$ cat src/rtl/crc_pkg.sv
package crc_pkg;

    localparam int BYTE_W   = 8;
    localparam int CRC_W    = 16;
    localparam int NARROW_W = 8;
    localparam int ALIGN_SH = CRC_W - NARROW_W;
    localparam int CFG_W    = 3;

    typedef enum logic [1:0] {
        SEL_C8   = 2'b00,
        SEL_C16A = 2'b01,
        SEL_C16B = 2'b10,
        SEL_ALIAS = 2'b11
    } poly_sel_e;

    typedef enum logic {
        ORD_MSB = 1'b0,
        ORD_LSB = 1'b1
    } bit_order_e;

    typedef struct packed {
        bit_order_e order;
        poly_sel_e  sel;
    } crc_cfg_t;

    localparam logic [CRC_W-1:0] POLY_C8   = 16'h0007;
    localparam logic [CRC_W-1:0] POLY_C16A = 16'h8005;
    localparam logic [CRC_W-1:0] POLY_C16B = 16'h1021;

    function automatic crc_cfg_t decode_cfg(input logic [CFG_W-1:0] w);
        crc_cfg_t c;
        c.order = bit_order_e'(w[2]);
        c.sel   = poly_sel_e'(w[1:0]);
        return c;
    endfunction

    function automatic logic is_narrow(input crc_cfg_t c);
        return (c.sel == SEL_C8);
    endfunction

    function automatic logic [CRC_W-1:0] rev_bits(input logic [CRC_W-1:0] v,
                                                  input int unsigned width);
        logic [CRC_W-1:0] r;
        r = '0;
        for (int k = 0; k < CRC_W; k++) begin
            if (k < int'(width)) r[width-1-k] = v[k];
        end
        return r;
    endfunction

    function automatic logic [CRC_W-1:0] base_poly(input crc_cfg_t c);
        logic [CRC_W-1:0] p;
        unique case (c.sel)
            SEL_C8:   p = POLY_C8;
            SEL_C16A: p = POLY_C16A;
            default:  p = POLY_C16B;
        endcase
        return p;
    endfunction

    // Polynomial operand as the shift datapath sees it:
    // MSB-first narrow CRCs run left-aligned, LSB-first ones right-aligned.
    function automatic logic [CRC_W-1:0] stage_poly(input crc_cfg_t c);
        logic [CRC_W-1:0] p;
        p = base_poly(c);
        if (c.order == ORD_LSB) begin
            p = is_narrow(c) ? rev_bits(p, NARROW_W) : rev_bits(p, CRC_W);
        end else if (is_narrow(c)) begin
            p = p << ALIGN_SH;
        end
        return p;
    endfunction

    function automatic logic [CRC_W-1:0] result_mask(input crc_cfg_t c);
        return is_narrow(c) ? {{ALIGN_SH{1'b0}}, {NARROW_W{1'b1}}} : {CRC_W{1'b1}};
    endfunction

endpackage

$ cat src/rtl/crc_cfg_reg.sv
module crc_cfg_reg
    import crc_pkg::*;
(
    input  logic             clk,
    input  logic             rst,
    input  logic             we,
    input  logic [CFG_W-1:0] wdata,
    output crc_cfg_t         cfg_q
);
    always_ff @(posedge clk) begin
        if (rst) begin
            cfg_q <= '{order: ORD_MSB, sel: SEL_C8};
        end else if (we) begin
            cfg_q <= decode_cfg(wdata);
        end
    end
endmodule

$ cat src/rtl/crc_byte_step.sv
module crc_byte_step
    import crc_pkg::*;
#(
    parameter int DW = BYTE_W,
    parameter int CW = CRC_W
) (
    input  crc_cfg_t        cfg,
    input  logic [CW-1:0]   crc_in,
    input  logic [DW-1:0]   data,
    output logic [CW-1:0]   crc_next
);
    localparam int SH = CW - NARROW_W;

    logic          lsb_first;
    logic          narrow_msb;
    logic [CW-1:0] poly_op;
    logic [CW-1:0] chain [0:DW];

    assign lsb_first  = (cfg.order == ORD_LSB);
    assign narrow_msb = is_narrow(cfg) && !lsb_first;
    assign poly_op    = stage_poly(cfg);

    // Narrow MSB-first runs with the value parked in the top byte.
    assign chain[0] = narrow_msb ? (crc_in << SH) : crc_in;

    for (genvar i = 0; i < DW; i++) begin : g_stage
        logic          bit_in;
        logic          fb;
        logic [CW-1:0] shifted;

        assign bit_in  = lsb_first ? data[i] : data[DW-1-i];
        assign fb      = bit_in ^ (lsb_first ? chain[i][0] : chain[i][CW-1]);
        assign shifted = lsb_first ? (chain[i] >> 1) : (chain[i] << 1);
        assign chain[i+1] = shifted ^ (fb ? poly_op : '0);
    end

    assign crc_next = narrow_msb ? (chain[DW] >> SH) : chain[DW];
endmodule

$ cat src/rtl/crc_result_reg.sv
module crc_result_reg
    import crc_pkg::*;
(
    input  logic             clk,
    input  logic             rst,
    input  logic             clear,
    input  logic             load,
    input  crc_cfg_t         cfg,
    input  logic [CRC_W-1:0] nxt,
    output logic [CRC_W-1:0] q
);
    always_ff @(posedge clk) begin
        if (rst || clear) begin
            q <= '0;
        end else if (load) begin
            q <= nxt & result_mask(cfg);
        end
    end
endmodule

$ cat src/rtl/crc_unit.sv
module crc_unit
    import crc_pkg::*;
(
    input  logic             clk,
    input  logic             rst,
    input  logic             ctrl_we,
    input  logic [CFG_W-1:0] ctrl_wdata,
    input  logic             data_we,
    input  logic [BYTE_W-1:0] data_in,
    output logic [CRC_W-1:0] crc_out
);
    crc_cfg_t         cfg_q;
    logic [CRC_W-1:0] crc_q;
    logic [CRC_W-1:0] crc_nxt;
    logic             byte_take;

    // A control write wins; the byte in the same cycle is dropped.
    assign byte_take = data_we && !ctrl_we;

    crc_cfg_reg u_cfg (
        .clk   (clk),
        .rst   (rst),
        .we    (ctrl_we),
        .wdata (ctrl_wdata),
        .cfg_q (cfg_q)
    );

    crc_byte_step #(.DW(BYTE_W), .CW(CRC_W)) u_step (
        .cfg      (cfg_q),
        .crc_in   (crc_q),
        .data     (data_in),
        .crc_next (crc_nxt)
    );

    crc_result_reg u_res (
        .clk   (clk),
        .rst   (rst),
        .clear (ctrl_we),
        .load  (byte_take),
        .cfg   (cfg_q),
        .nxt   (crc_nxt),
        .q     (crc_q)
    );

    assign crc_out = crc_q;
endmodule

$ cat config.mk
export PLATFORM = sky130hd
export DESIGN_NAME = crc_unit
export DESIGN_NICKNAME = d
export VERILOG_FILES = /design/src/rtl/crc_pkg.sv /design/src/rtl/crc_cfg_reg.sv /design/src/rtl/crc_byte_step.sv /design/src/rtl/crc_result_reg.sv /design/src/rtl/crc_unit.sv
export SDC_FILE = /design/constraint.sdc
export NUM_CORES = 1
export LEC_CHECK = 0
export ABC_AREA = 1
export BUFFER_PORTS_ARGS = -buffer_cell sky130_fd_sc_hd__buf_2
export CORE_ASPECT_RATIO = 1.5
export CORE_MARGIN = 2
export CORE_UTILIZATION = 39
export CTS_CLUSTER_DIAMETER = 150
export DETAILED_ROUTE_END_ITERATION = 10
export PLACE_DENSITY = 0.59
export SLEW_MARGIN = 25
export SYNTH_ARGS = -nofsm -noshare
export SYNTH_HDL_FRONTEND = slang
export SYNTH_HIERARCHICAL = 1
export SYNTH_SLANG_ARGS = --single-unit
$ cat constraint.sdc
create_clock -name clk -period 5.7 [get_ports clk]
set_clock_uncertainty 0.1 [all_clocks]
set_input_delay 1.14 -clock clk [delete_from_list [all_inputs] [get_ports clk]]
set_output_delay 1.14 -clock clk [all_outputs]
set_load 0.005 [all_outputs]
==> metrics <==
FMAX 183 MHz; worst hold start u_res/q[6]$_SDFFE_PP0P_; TritonRoute pass-1 iters 5; Mapped Cells 730; Syn. warnings 6; CTS root buffer clkbuf_16; RSZ-0062 raised after global routing yes; row count 45; Leak Pwr 2.26 nW; worst-case vdd ir drop 0.193 mV; DP Wirelength 11.1 mm; most used cell along the critical path nand2_4; post-synthesis simple-gate area fraction 0.526; DIE AREA 11000 sq um; area added between synthesis and finish 21.6%; fin util 0.482; core area 9970 sq um; Crit Path Max Fanout 7; Worst path slowest cell nand2_2; vias in the first global route 4400; Synth top area share 0.196; Die Y 127 um; deepest clock path buffer count 2; Max Cap Viol 0; hold endpoint u_res/q[6]$_SDFFE_PP0P_; pre-CTS setup slack -0.141 ns; post-route antenna net violation count 0; status complete, no violations; die width 86.1 um; DP Cell Count 866; post-synth net total 745; fin crit period 5.48 ns; XOR/XNOR share of the synthesized area 0.0799; R2R Path Start u_cfg/cfg_q[0]$_SDFFE_PP0P_; R2R setup slack 0.26 ns; number of buffers added on ports 30; first-pass GRT wire length 22.1 mm; Critical Path AT 5.50 ns; startpoint class of the critical path input port; Mapped Area 3950 sq um; Crit. Startpoint data_in[7]; initial core utilization 0.396; worst hold margin 0.404 ns; Synth Area in Adders 0; Synth Flop Type dfxtp_1; worst slew pin tran 0.813 ns; Crit Path Category in -> reg; post-synthesis compound-gate area fraction 0.157; H-tree levels 1; Cell Pwr Density 238 nW/um^2; CTS clk-pin slew, worst paths 0.05 ns; DRC Markers 0; 1st-iter DRT viols 554; Final Wtd Congestion 0.948; Non-Filler Instances 884; Post-synth EDFFs 0; largest net degree at the start of global routing 73; io pins 31; final setup fails 0; Synth area leader nand2_1; GRT Total Usage 0.253; Worst Reg2Reg Path Length in Cells 41; drt via density 5.70; FF-to-FF End u_res/q[5]$_SDFFE_PP0P_; Routed WL per cell 16.8 um; Final period util 0.961; Synth async-reset ratio 0; Critical Path End Type register; sequential-to-total area share from yosys stat 0.0964; mux share of post-synthesis cell area 0.00254; fraction of layout cells with a size suffix above 1 0.262; largest family of logic cells by synthesized area simple AND/OR/NAND/NOR gates; most frequent cell after synthesis nand2_1; Vias 5039; clk_lat worst skew 0.24 ns; fin. max-slew vios 0; initial antenna violation count 0; Num CTS Buffers 3; hold path depth 2; fin nets 783; TritonCTS clock tree built; crit-path max cell delay 0.14 ns; synthesis-stage register bit count 19; hold buffers post-CTS 0; DRT Wirelength 14.8 mm; Avg Cell Area, Syn 5.41 sq um; Max-slew headroom 0.452; # fillers 1071; total grt overflow 0; Clock Sink Count 19; Hold Path Class reg -> reg; WP data required 5.72 ns; synth cell count leaders 206 x nand2_1, 117 x nand3_1, 81 x inv_1, 54 x nor2_1, 50 x o21ai_0; final hold violation count 0; post-route worst setup slack 0.224 ns; top cells by area, synth nand2_1 20%, nand3_1 15%, dfxtp_1 9.6%, inv_1 7.7%, nand3_2 6.3%; Yosys cell types 38; antenna cells 0
power breakdown:
group	internal, W	switching [W]	leakage, nW
clock	0.0000949	0.0000456	0.0382
combinational	0.000305	0.000547	2.06
sequential	0.000139	0.0000109	0.155
total	0.000539	0.000604	2.26
worst max path at each step:
stage                                     to  slack, ns  cells after the start
floorplan           u_res/q[12]$_SDFFE_PP0P_       0.67                     44
detailed placement   u_res/q[4]$_SDFFE_PP0P_      -0.14                     46
global route        u_res/q[10]$_SDFFE_PP0P_      -0.14                     43
finish               u_res/q[5]$_SDFFE_PP0P_       0.22                     44
global placement    u_res/q[13]$_SDFFE_PP0P_      -0.05                     37
CTS                  u_res/q[4]$_SDFFE_PP0P_       0.09                     46
layout make-up:
cell class	count	area (sq um)	area share
clock buffer	4	78.8	0.0164
inverter	87	327	0.0680
multi-input combinational	592	3430	0.714
sequential	19	382	0.0795
tap	117	146	0.0305
timing repair buffer	65	442	0.0920
sequential cells by signal, summed over array words and instances (netlist names):
| name | flops |
|---|---|
| u_cfg/cfg_q | 3 |
| u_res/q | 16 |
metal layers:
layer	part of all wire	vias up	global-route usage
li1	-	2455	-
met1	0.38	2288	0.294
met2	0.49	230	0.436
met3	0.055	66	0.0194
met4	0.069	0	0.172
met5	0	-	0
logic make-up (layout without fill, tap and decap cells):
family,after synthesis,in the layout
AO/OA/AOI/OAI,113,113
flip-flops,19,19
multiplexers,1,1
XOR/XNOR,36,36
AND/OR/NAND/NOR,441,442
buffers and inverters,120,156
worst max-delay path: cells and delay by family:
family                 cells  cell delay (ns)
buffers and inverters      3             0.27
AND/OR/NAND/NOR           40             4.02
AO/OA/AOI/OAI              1             0.07
placed cells by master (no fill, tap or decap), drive strengths merged, types with 2 or more instances in the layout:
master,n
o31ai,2
a21boi,3
nor3,3
or2,8
nor2,58
xor2,22
o21ai,63
dfxtp,19
nand2,223
o21bai,5
inv,85
clkbuf,4
buf,65
o211ai,5
clkinv,2
a21oi,25
o22ai,7
nand3,142
nand4,5
nand3b,3
xnor2,14
per-stage QoR:
stage               power [W]  area, sq um  setup TNS (ns)
finish                0.00114         4800               0
global route          0.00122         4800           -1.38
CTS                  0.000996         4270               0
detailed placement   0.000851         4190           -1.06
global placement     0.000847         4190          -0.111
floorplan            0.000680         3950               0
repair_timing:
| item | 4_1_cts | 5_1_grt |
|---|---|---|
| setup buffers | 0 | 13 |
| endpoints found under the setup margin | 0 | 15 |
| resized for setup | 0 | 110 |
No activity file was read; power rests on OpenSTA's default activity.
